==> config.mk <==
export PLATFORM = sky130hd
export DESIGN_NAME = timer_core
export DESIGN_NICKNAME = d
export VERILOG_FILES = /design/src/rtl/timer_pkg.sv /design/src/rtl/timer_ctrl.sv /design/src/rtl/timer_dp.sv /design/src/rtl/timer_core.sv
export SDC_FILE = /design/constraint.sdc
export NUM_CORES = 1
export LEC_CHECK = 0
export BUFFER_PORTS_ARGS = -buffer_cell sky130_fd_sc_hd__buf_2
export CELL_PAD_IN_SITES_DETAIL_PLACEMENT = 1
export CELL_PAD_IN_SITES_GLOBAL_PLACEMENT = 1
export CORE_MARGIN = 2
export CORE_UTILIZATION = 38
export DETAILED_ROUTE_END_ITERATION = 12
export PLACE_DENSITY_LB_ADDON = 0.1
export SYNTH_ARGS = -nofsm -noshare
export SYNTH_HDL_FRONTEND = slang
export SYNTH_HIERARCHICAL = 1
export SYNTH_SLANG_ARGS = --single-unit
==> constraint.sdc <==
create_clock -name clk -period 3.88 [get_ports clk]
set_clock_uncertainty 0.2 [all_clocks]
set_input_delay 0.194 -clock clk [delete_from_list [all_inputs] [get_ports clk]]
set_output_delay 0.194 -clock clk [all_outputs]
set_load 0.02 [all_outputs]
==> src/rtl/timer_pkg.sv <==
`timescale 1ns/1ps
package timer_pkg;
  typedef enum logic [1:0] {
    MODE_WIDE  = 2'd0,
    MODE_SPLIT = 2'd1,
    MODE_RSVD  = 2'd2,
    MODE_CHAIN = 2'd3
  } modeT;

  typedef enum logic [1:0] {
    ENA_HOLD = 2'd0,
    ENA_ONCE = 2'd1,
    ENA_LOOP = 2'd2,
    ENA_RSVD = 2'd3
  } enaT;

  // strobes from control to datapath for one clock edge
  typedef struct packed {
    logic stepLo;
    logic clrLo;
    logic stepHi;
    logic clrHi;
    logic stepWide;
    logic clrWide;
    logic evtLo;
    logic evtHi;
  } strobeT;
endpackage

==> src/rtl/timer_ctrl.sv <==
`timescale 1ns/1ps
module timer_ctrl
  import timer_pkg::*;
#(
  parameter int PS_W = 4
) (
  input  logic            clk,
  input  logic            rstN,
  input  logic [1:0]      mode,
  input  logic            loRun,
  input  logic            hiRun,
  input  logic [1:0]      loEna,
  input  logic [1:0]      hiEna,
  input  logic [PS_W-1:0] psPeriod,
  input  logic            clkSel,
  input  logic            extIn,
  input  logic            extInvert,
  input  logic            tickInt,
  input  logic            freeRun,
  input  logic            softStop,
  input  logic            suspend,
  input  logic            eqLo,
  input  logic            eqHi,
  input  logic            eqWide,
  input  logic            zeroLo,
  input  logic            zeroHi,
  input  logic            zeroWide,
  output strobeT          stb
);
  localparam int SYNC_N = 2;

  modeT modeV;
  enaT  loEnaV, hiEnaV;
  assign modeV  = modeT'(mode);
  assign loEnaV = enaT'(loEna);
  assign hiEnaV = enaT'(hiEna);

  // external input: synchroniser, polarity, rising-edge tick
  logic [SYNC_N-1:0] syncQ;
  logic              levelPrev, extTick, extLevel;
  assign extLevel = syncQ[SYNC_N-1] ^ extInvert;

  always_ff @(posedge clk or negedge rstN) begin
    if (!rstN) begin
      syncQ     <= '0;
      levelPrev <= 1'b0;
      extTick   <= 1'b0;
    end else begin
      syncQ     <= {syncQ[SYNC_N-2:0], extIn};
      levelPrev <= extLevel;
      extTick   <= extLevel & ~levelPrev;
    end
  end

  logic loTick, haltHard, softHold;
  assign loTick   = clkSel ? extTick : tickInt;
  assign haltHard = suspend & ~freeRun & ~softStop;
  assign softHold = suspend & ~freeRun & softStop;

  logic loGate, hiGate, loOn, hiOn, doneLo, doneHi;
  always_comb begin
    unique case (modeV)
      MODE_SPLIT:            loGate = loRun;
      MODE_WIDE, MODE_CHAIN: loGate = loRun & hiRun;
      default:               loGate = 1'b0;
    endcase
  end
  assign hiGate = (modeV == MODE_SPLIT) & hiRun;
  assign loOn = loGate & ((loEnaV == ENA_ONCE) | (loEnaV == ENA_LOOP)) & ~doneLo & ~haltHard;
  assign hiOn = hiGate & ((hiEnaV == ENA_ONCE) | (hiEnaV == ENA_LOOP)) & ~doneHi & ~haltHard;

  // chained: upper half divides ticks for the lower half
  logic chainTick, chainAdv, chainStep;
  assign chainTick = (modeV == MODE_CHAIN) & loOn & loTick;
  assign chainAdv  = chainTick & eqHi;
  assign chainStep = chainTick & ~eqHi;

  // lower timer role
  logic loAdv, loEq, loZero, loMatch, loStep, loWrap, isWide;
  assign isWide  = (modeV == MODE_WIDE);
  assign loAdv   = (modeV == MODE_CHAIN) ? chainAdv : (loOn & loTick);
  assign loEq    = isWide ? eqWide : eqLo;
  assign loZero  = isWide ? zeroWide : zeroLo;
  assign loMatch = loAdv & ~loZero & loEq & ~softHold;
  assign loStep  = loAdv & ~loZero & ~loEq;
  assign loWrap  = loMatch & (loEnaV == ENA_LOOP);

  // upper timer role in independent mode, behind the small prescaler
  logic [PS_W-1:0] psCnt;
  logic            psHit, hiAdv, hiMatch, hiStep, hiWrap;
  assign psHit   = (psCnt == psPeriod);
  assign hiAdv   = hiOn & tickInt & psHit;
  assign hiMatch = hiAdv & ~zeroHi & eqHi & ~softHold;
  assign hiStep  = hiAdv & ~zeroHi & ~eqHi;
  assign hiWrap  = hiMatch & (hiEnaV == ENA_LOOP);

  always_ff @(posedge clk or negedge rstN) begin
    if (!rstN) begin
      psCnt  <= '0;
      doneLo <= 1'b0;
      doneHi <= 1'b0;
    end else begin
      if (!hiGate)                psCnt <= '0;
      else if (hiOn && tickInt)   psCnt <= psHit ? '0 : psCnt + 1'b1;

      if (!loGate || loEnaV != ENA_ONCE) doneLo <= 1'b0;
      else if (loMatch)                  doneLo <= 1'b1;

      if (!hiGate || hiEnaV != ENA_ONCE) doneHi <= 1'b0;
      else if (hiMatch)                  doneHi <= 1'b1;
    end
  end

  always_comb begin
    stb          = '0;
    stb.stepWide = isWide & loStep;
    stb.clrWide  = isWide & loWrap;
    stb.stepLo   = ~isWide & loStep;
    stb.clrLo    = ~isWide & loWrap;
    stb.stepHi   = chainStep | hiStep;
    stb.clrHi    = chainAdv | hiWrap;
    stb.evtLo    = loMatch;
    stb.evtHi    = hiMatch;
  end
endmodule

==> src/rtl/timer_dp.sv <==
`timescale 1ns/1ps
module timer_dp
  import timer_pkg::*;
#(
  parameter int CNT_W = 32
) (
  input  logic             clk,
  input  logic             rstN,
  input  strobeT           stb,
  input  logic             loadLo,
  input  logic             loadHi,
  input  logic [CNT_W-1:0] loadData,
  input  logic [CNT_W-1:0] periodLo,
  input  logic [CNT_W-1:0] periodHi,
  output logic [CNT_W-1:0] countLo,
  output logic [CNT_W-1:0] countHi,
  output logic             loEvent,
  output logic             hiEvent,
  output logic             eqLo,
  output logic             eqHi,
  output logic             eqWide,
  output logic             zeroLo,
  output logic             zeroHi,
  output logic             zeroWide
);
  localparam int WIDE_W = 2 * CNT_W;

  logic [WIDE_W-1:0] wideSum;
  assign wideSum  = {countHi, countLo} + WIDE_W'(1);
  assign eqLo     = (countLo == periodLo);
  assign eqHi     = (countHi == periodHi);
  assign eqWide   = eqLo & eqHi;
  assign zeroLo   = (periodLo == '0);
  assign zeroHi   = (periodHi == '0);
  assign zeroWide = zeroLo & zeroHi;

  always_ff @(posedge clk or negedge rstN) begin
    if (!rstN) begin
      countLo <= '0;
      countHi <= '0;
      loEvent <= 1'b0;
      hiEvent <= 1'b0;
    end else begin
      if (loadLo)                       countLo <= loadData;
      else if (stb.clrLo | stb.clrWide) countLo <= '0;
      else if (stb.stepLo)              countLo <= countLo + 1'b1;
      else if (stb.stepWide)            countLo <= wideSum[CNT_W-1:0];

      if (loadHi)                       countHi <= loadData;
      else if (stb.clrHi | stb.clrWide) countHi <= '0;
      else if (stb.stepHi)              countHi <= countHi + 1'b1;
      else if (stb.stepWide)            countHi <= wideSum[WIDE_W-1:CNT_W];

      loEvent <= stb.evtLo;
      hiEvent <= stb.evtHi;
    end
  end
endmodule

==> src/rtl/timer_core.sv <==
`timescale 1ns/1ps
module timer_core
  import timer_pkg::*;
#(
  parameter int CNT_W = 32,
  parameter int PS_W  = 4
) (
  input  logic             clk,
  input  logic             rstN,
  input  logic [1:0]       mode,
  input  logic             loRun,
  input  logic             hiRun,
  input  logic [1:0]       loEna,
  input  logic [1:0]       hiEna,
  input  logic [PS_W-1:0]  psPeriod,
  input  logic             clkSel,
  input  logic             extIn,
  input  logic             extInvert,
  input  logic             tickInt,
  input  logic             freeRun,
  input  logic             softStop,
  input  logic             suspend,
  input  logic             loadLo,
  input  logic             loadHi,
  input  logic [CNT_W-1:0] loadData,
  input  logic [CNT_W-1:0] periodLo,
  input  logic [CNT_W-1:0] periodHi,
  output logic [CNT_W-1:0] countLo,
  output logic [CNT_W-1:0] countHi,
  output logic             loEvent,
  output logic             hiEvent
);
  strobeT stb;
  logic eqLo, eqHi, eqWide, zeroLo, zeroHi, zeroWide;

  timer_ctrl #(.PS_W(PS_W)) uCtrl (
    .clk(clk), .rstN(rstN), .mode(mode), .loRun(loRun), .hiRun(hiRun),
    .loEna(loEna), .hiEna(hiEna), .psPeriod(psPeriod), .clkSel(clkSel),
    .extIn(extIn), .extInvert(extInvert), .tickInt(tickInt),
    .freeRun(freeRun), .softStop(softStop), .suspend(suspend),
    .eqLo(eqLo), .eqHi(eqHi), .eqWide(eqWide),
    .zeroLo(zeroLo), .zeroHi(zeroHi), .zeroWide(zeroWide), .stb(stb)
  );

  timer_dp #(.CNT_W(CNT_W)) uDp (
    .clk(clk), .rstN(rstN), .stb(stb), .loadLo(loadLo), .loadHi(loadHi),
    .loadData(loadData), .periodLo(periodLo), .periodHi(periodHi),
    .countLo(countLo), .countHi(countHi), .loEvent(loEvent), .hiEvent(hiEvent),
    .eqLo(eqLo), .eqHi(eqHi), .eqWide(eqWide),
    .zeroLo(zeroLo), .zeroHi(zeroHi), .zeroWide(zeroWide)
  );
endmodule

Yosys cells after proc, flatten, opt, wreduce, memory -nomap -nowiden
Cells that the tools add are included.

$add $sub $neg: 4. Multipliers: 0. Divide/modulo/power cells: 0. $lt $le $gt $ge: 0. Equality and inequality tests: 12. Shifts and indexed selects: 0. Multiplexer cells: 20. Bitwise gates (word level): 54. Reduce and logical (&&, ||, !) cells: 13.

Operators by type and width (count): 2-to-1 mux 32 bit (8); adder 32 x 1 -> 32 bit (second input constant) (2); adder 64 x 1 -> 64 bit (second input constant) (1); equality test 32 bit (2); zero test 32 bit (2); bitwise AND 1 bit (35); 2-to-1 mux 4 bit (3); NOT 1 bit (12); 2-to-1 mux 1 bit (8); nonzero test 4 bit (2); equality test 2 x 1 -> 1 bit (second input constant) (3); equality test 2 bit (second input constant) (3); bitwise OR 1 bit (6); adder 4 x 1 -> 4 bit (second input constant) (1); equality test 4 bit (1); inequality test 2 x 1 -> 1 bit (second input constant) (2); nonzero test 2 bit (2); zero test 1 bit (2); zero test 2 bit (1); logical OR 1 bit (2); inequality test 2 bit (second input constant) (1); one-hot mux 1 bit (2 select lines) (1); OR reduction 2 bit (1); logical AND 1 bit (1); XOR 1 bit (1).

Bits in registers: 76. Latch bits: 0. Bits in writable memories: 0. Memory bits (read-only): 0. Input port bits: 119. Output and inout port bits: 66. Logic and storage cells: 113. Memories kept: 0.

Longest topological paths before layout
Depth after elaboration: 18. Mapped depth: 14. Mapped depth without buffers: 13.

Hierarchy
The synthesis kept the hierarchy.

Modules (own cells, without submodules): timer_dp (times used 1, cells an instance 660, area an instance 5143.7 µm², seq. area each 1651.6 µm²); timer_ctrl (times used 1, cells an instance 78, area an instance 794.5 µm², seq. area each 250.2 µm²).

Least setup slack after synthesis
Ideal clock, no wire load.

Path type: register to register. Start: register uDp.countHi[0]. End: register uDp.countHi[30]. Setup time: 66 ps. Arrival: 3377 ps. Required time: 3614 ps. Slack: 236 ps. Cell stages (with the launch flop): 14. Clock period less this slack: 3644 ps. Cells stage by stage: dfrtp_1 -> clkbuf_1 -> xor2_1 -> nor4_1 -> nand4_1 -> nor2_1 -> o21ai_1 -> nor4b_1 -> nor2_1 -> nand2_1 -> clkbuf_1 -> a41oi_1 -> o41ai_1 -> a22o_1.

RTL lines: start: declaration (RTL line timer_dp.sv:16) `output logic [CNT_W-1:0] countHi,`; start signal: assignment (RTL line timer_dp.sv:49) `if (loadHi) countHi <= loadData;`; start signal: assignment (RTL line timer_dp.sv:51) `else if (stb.stepHi) countHi <= countHi + 1'b1;`; start signal: assignment (RTL line timer_dp.sv:52) `else if (stb.stepWide) countHi <= wideSum[WIDE_W-1:CNT_W];`.

==> metrics <==
result of the run=completed; post-synthesis sequential area ratio=0.320; share of the synthesized area in the top cell type=0.320; effective utilization at floorplan=0.389; peak fanout along the critical path=10; global-route wire length before repair=42.7 mm; post-synthesis cell area=5940 µm²; global-route congestion overflow total=0; Synth Instances=738; CTS sink cnt=76; path type of the worst min-delay path=primary input to register; startpoint kind of the worst setup timing path=register; WHS=0.0153 ns; FF+latch count, synth=76; GPL Wtd Cong=1.03; Die X=129 µm; number of input and output port buffers inserted=184; final setup violation count=0; most frequent cells in the layout=183 x sky130_fd_sc_hd__buf_2, 108 x sky130_fd_sc_hd__nand2_1, 78 x sky130_fd_sc_hd__a21oi_1; num rows=45; most common cell after layout, fill and taps aside=sky130_fd_sc_hd__buf_2; clock tree from TritonCTS=built; worst-case clock buffer depth=2; share of cells above drive strength 1=0.299; final number of max-transition violations=0; shortest period the worst path allows=3.65 ns; I/O pin count=185; async set or reset register ratio after synthesis=1.00; unrepaired setup endpoints after global routing=false; post-route ant nets=0; DRT Wirelength=28.0 mm; synthesized area per cell=8.05 µm²; Final #Nets=1121; portion of the clock cycle consumed by the worst path in the final layout=0.941; setup_tns=0 ns; length of the first detailed-routing pass in iterations=5; Post-synth EDFFs=0; endpoint arrival time on the critical path=3.68 ns; ranking of synthesized cells by area=sky130_fd_sc_hd__dfrtp_1 32%, sky130_fd_sc_hd__xor2_1 9.7%, sky130_fd_sc_hd__nand2_1 6.9%, sky130_fd_sc_hd__a21oi_1 6.6%, sky130_fd_sc_hd__nor4_1 5.6%; Final Worst Setup Slack=0.228 ns; hold violation total from the final report=0; detailed placement HPWL=21.5 mm; net count after synthesis=868; total number of vias=7196; initial antenna violation count=0; Worst Tran Pin Value=1.06 ns; required time of the worst setup path=3.91 ns; worst reg-to-reg path cell count=11; DR vias/cell=5.97; leading register cell type out of synthesis=sky130_fd_sc_hd__dfrtp_1; combined global-route utilization of all metal layers=0.339; cell leakage power=3.73 nW; die area=16600 µm²; maximum level of the CTS H-tree=3; cell chosen for the clock root=sky130_fd_sc_hd__clkbuf_16; maximum VDD drop=0.000188 V; via count of the first global-routing pass=7540; average wire per standard cell=23.2 µm; clock latency on the worst-skew pair=0.35 ns; clock transition at the register clock pins on the worst setup and hold paths after CTS=0.06 ns; die outline height=129 µm; count of max-cap constraint violations=0; maximum number of pins on one net before global-route repair=77; final core area utilization=0.537; worst max-slew margin expressed relative to the limit=0.295; core box area=15300 µm²; post-place setup slack=0.159 ns; total cell area at the placement stage=7410 µm²; total power density per cell area=331 nW/µm²; ant diodes=0; cell count of the worst hold path=3; maximum clock frequency=274 MHz; Synth cell types=67; sort of element at the end of the critical path=register; post-synth top area cell=sky130_fd_sc_hd__dfrtp_1; Layout Area Growth over Synthesis=37.9%; synth warn=6; path type of the worst setup path=register to register; post-route design area=8190 µm²; Num CTS Buffers=9; initial DRC count=551; DRC viols=0
## logic make-up (layout without fill, tap and decap cells)
group                      after synthesis  after routing  share of synthesized area
and+or+nand+nor                        314            314                      0.287
AOI/OAI and AO/OA                      199            199                      0.206
xor gates and xnor gates                81             81                      0.119
DFF                                     76             76                      0.320
buffers and inverters                   54            311                     0.0390
adders and majority gates               11             11                     0.0232
muxes                                    3              3                    0.00527
## Yosys cell counts (all sizes together), types with 5 or more instances
library cell    n
a21oi          78
a31oi           7
and3            5
buf             9
clkbuf         29
dfrtp          76
ha             11
inv            16
nand2         109
nand3          37
nand4          20
nor2           40
nor2b           6
nor3            8
nor4           63
o21ai          53
o31ai          19
o41ai           6
or2             5
or3             7
xnor2          15
xor2           66
## where the power goes
part	switching [W]	total (W)	leakage, nW	internal [W]
registers	0.0000787	0.000933	0.981	0.000854
logic	0.000441	0.000726	2.57	0.000285
clock network	0.000362	0.00105	0.176	0.000692
## worst max-delay path: stages (launching register included)
cell                      delay (ns)
sky130_fd_sc_hd__dfrtp_1        0.48
sky130_fd_sc_hd__xor2_1         0.21
sky130_fd_sc_hd__nor4_1         0.44
sky130_fd_sc_hd__nand4_1        0.28
sky130_fd_sc_hd__nor4_4         0.25
sky130_fd_sc_hd__nor4b_2        0.11
sky130_fd_sc_hd__buf_4          0.16
sky130_fd_sc_hd__or2_2          0.39
sky130_fd_sc_hd__nor2_1         0.45
sky130_fd_sc_hd__nor2_1         0.18
sky130_fd_sc_hd__a41oi_1        0.30
sky130_fd_sc_hd__o31ai_1        0.09
## final timing paths
kind                                                  from                           to  slack [ns]
worst min register to register    uCtrl/syncQ[0]$_DFF_PN0_     uCtrl/syncQ[1]$_DFF_PN0_        0.15
worst max register to register  uDp/countLo[3]$_DFFE_PN0P_  uDp/countHi[23]$_DFFE_PN0P_        0.23
worst max-delay path            uDp/countLo[3]$_DFFE_PN0P_  uDp/countHi[23]$_DFFE_PN0P_        0.23
min in group asynchronous                             rstN  uDp/countHi[23]$_DFFE_PN0P_        0.38
max in group asynchronous                             rstN  uDp/countLo[20]$_DFFE_PN0P_        2.41
worst min-delay path                           loadData[8]   uDp/countHi[8]$_DFFE_PN0P_        0.02
## layer usage
layer	GRT usage	share of wire	vias up
met5	0	0	-
met4	0.127	0.031	0
met3	0.0549	0.064	73
li1	-	-	3228
met2	0.575	0.48	354
met1	0.435	0.42	3541
## sequential cells by signal (all words and copies together) (netlist names)
name	count
uDp/countLo	32
uCtrl/doneLo	1
uDp/countHi	32
uCtrl/extTick	1
uDp/loEvent	1
uCtrl/psCnt	4
uCtrl/doneHi	1
uDp/hiEvent	1
uCtrl/syncQ	2
uCtrl/levelPrev	1
## cell type report
class | count | area (µm²)
inverter | 16 | 60.1
timing repair buffer | 280 | 1730
clock buffer | 9 | 225
clock inverter | 6 | 138
fill | 1926 | 7070
sequential | 76 | 1900
multi-input combinational | 608 | 3870
tap | 211 | 264
## metrics by stage
step | instances | power (W)
6_report | 1206 | 0.00271
2_1_floorplan | 738 | 0.00127
3_5_place_dp | 1154 | 0.00163
4_1_cts | 1204 | 0.00272
3_3_place_gp | 1154 | 0.00161
5_1_grt | 1206 | 0.00282
## what timing repair did
item	4_1_cts	5_1_grt
buffers inserted	0	2
endpoints found under the setup margin	0	11
hold endpoints to repair	136	0
hold buffers	35	0
gates resized for setup	0	9
(Power assumes the default switching activity.)
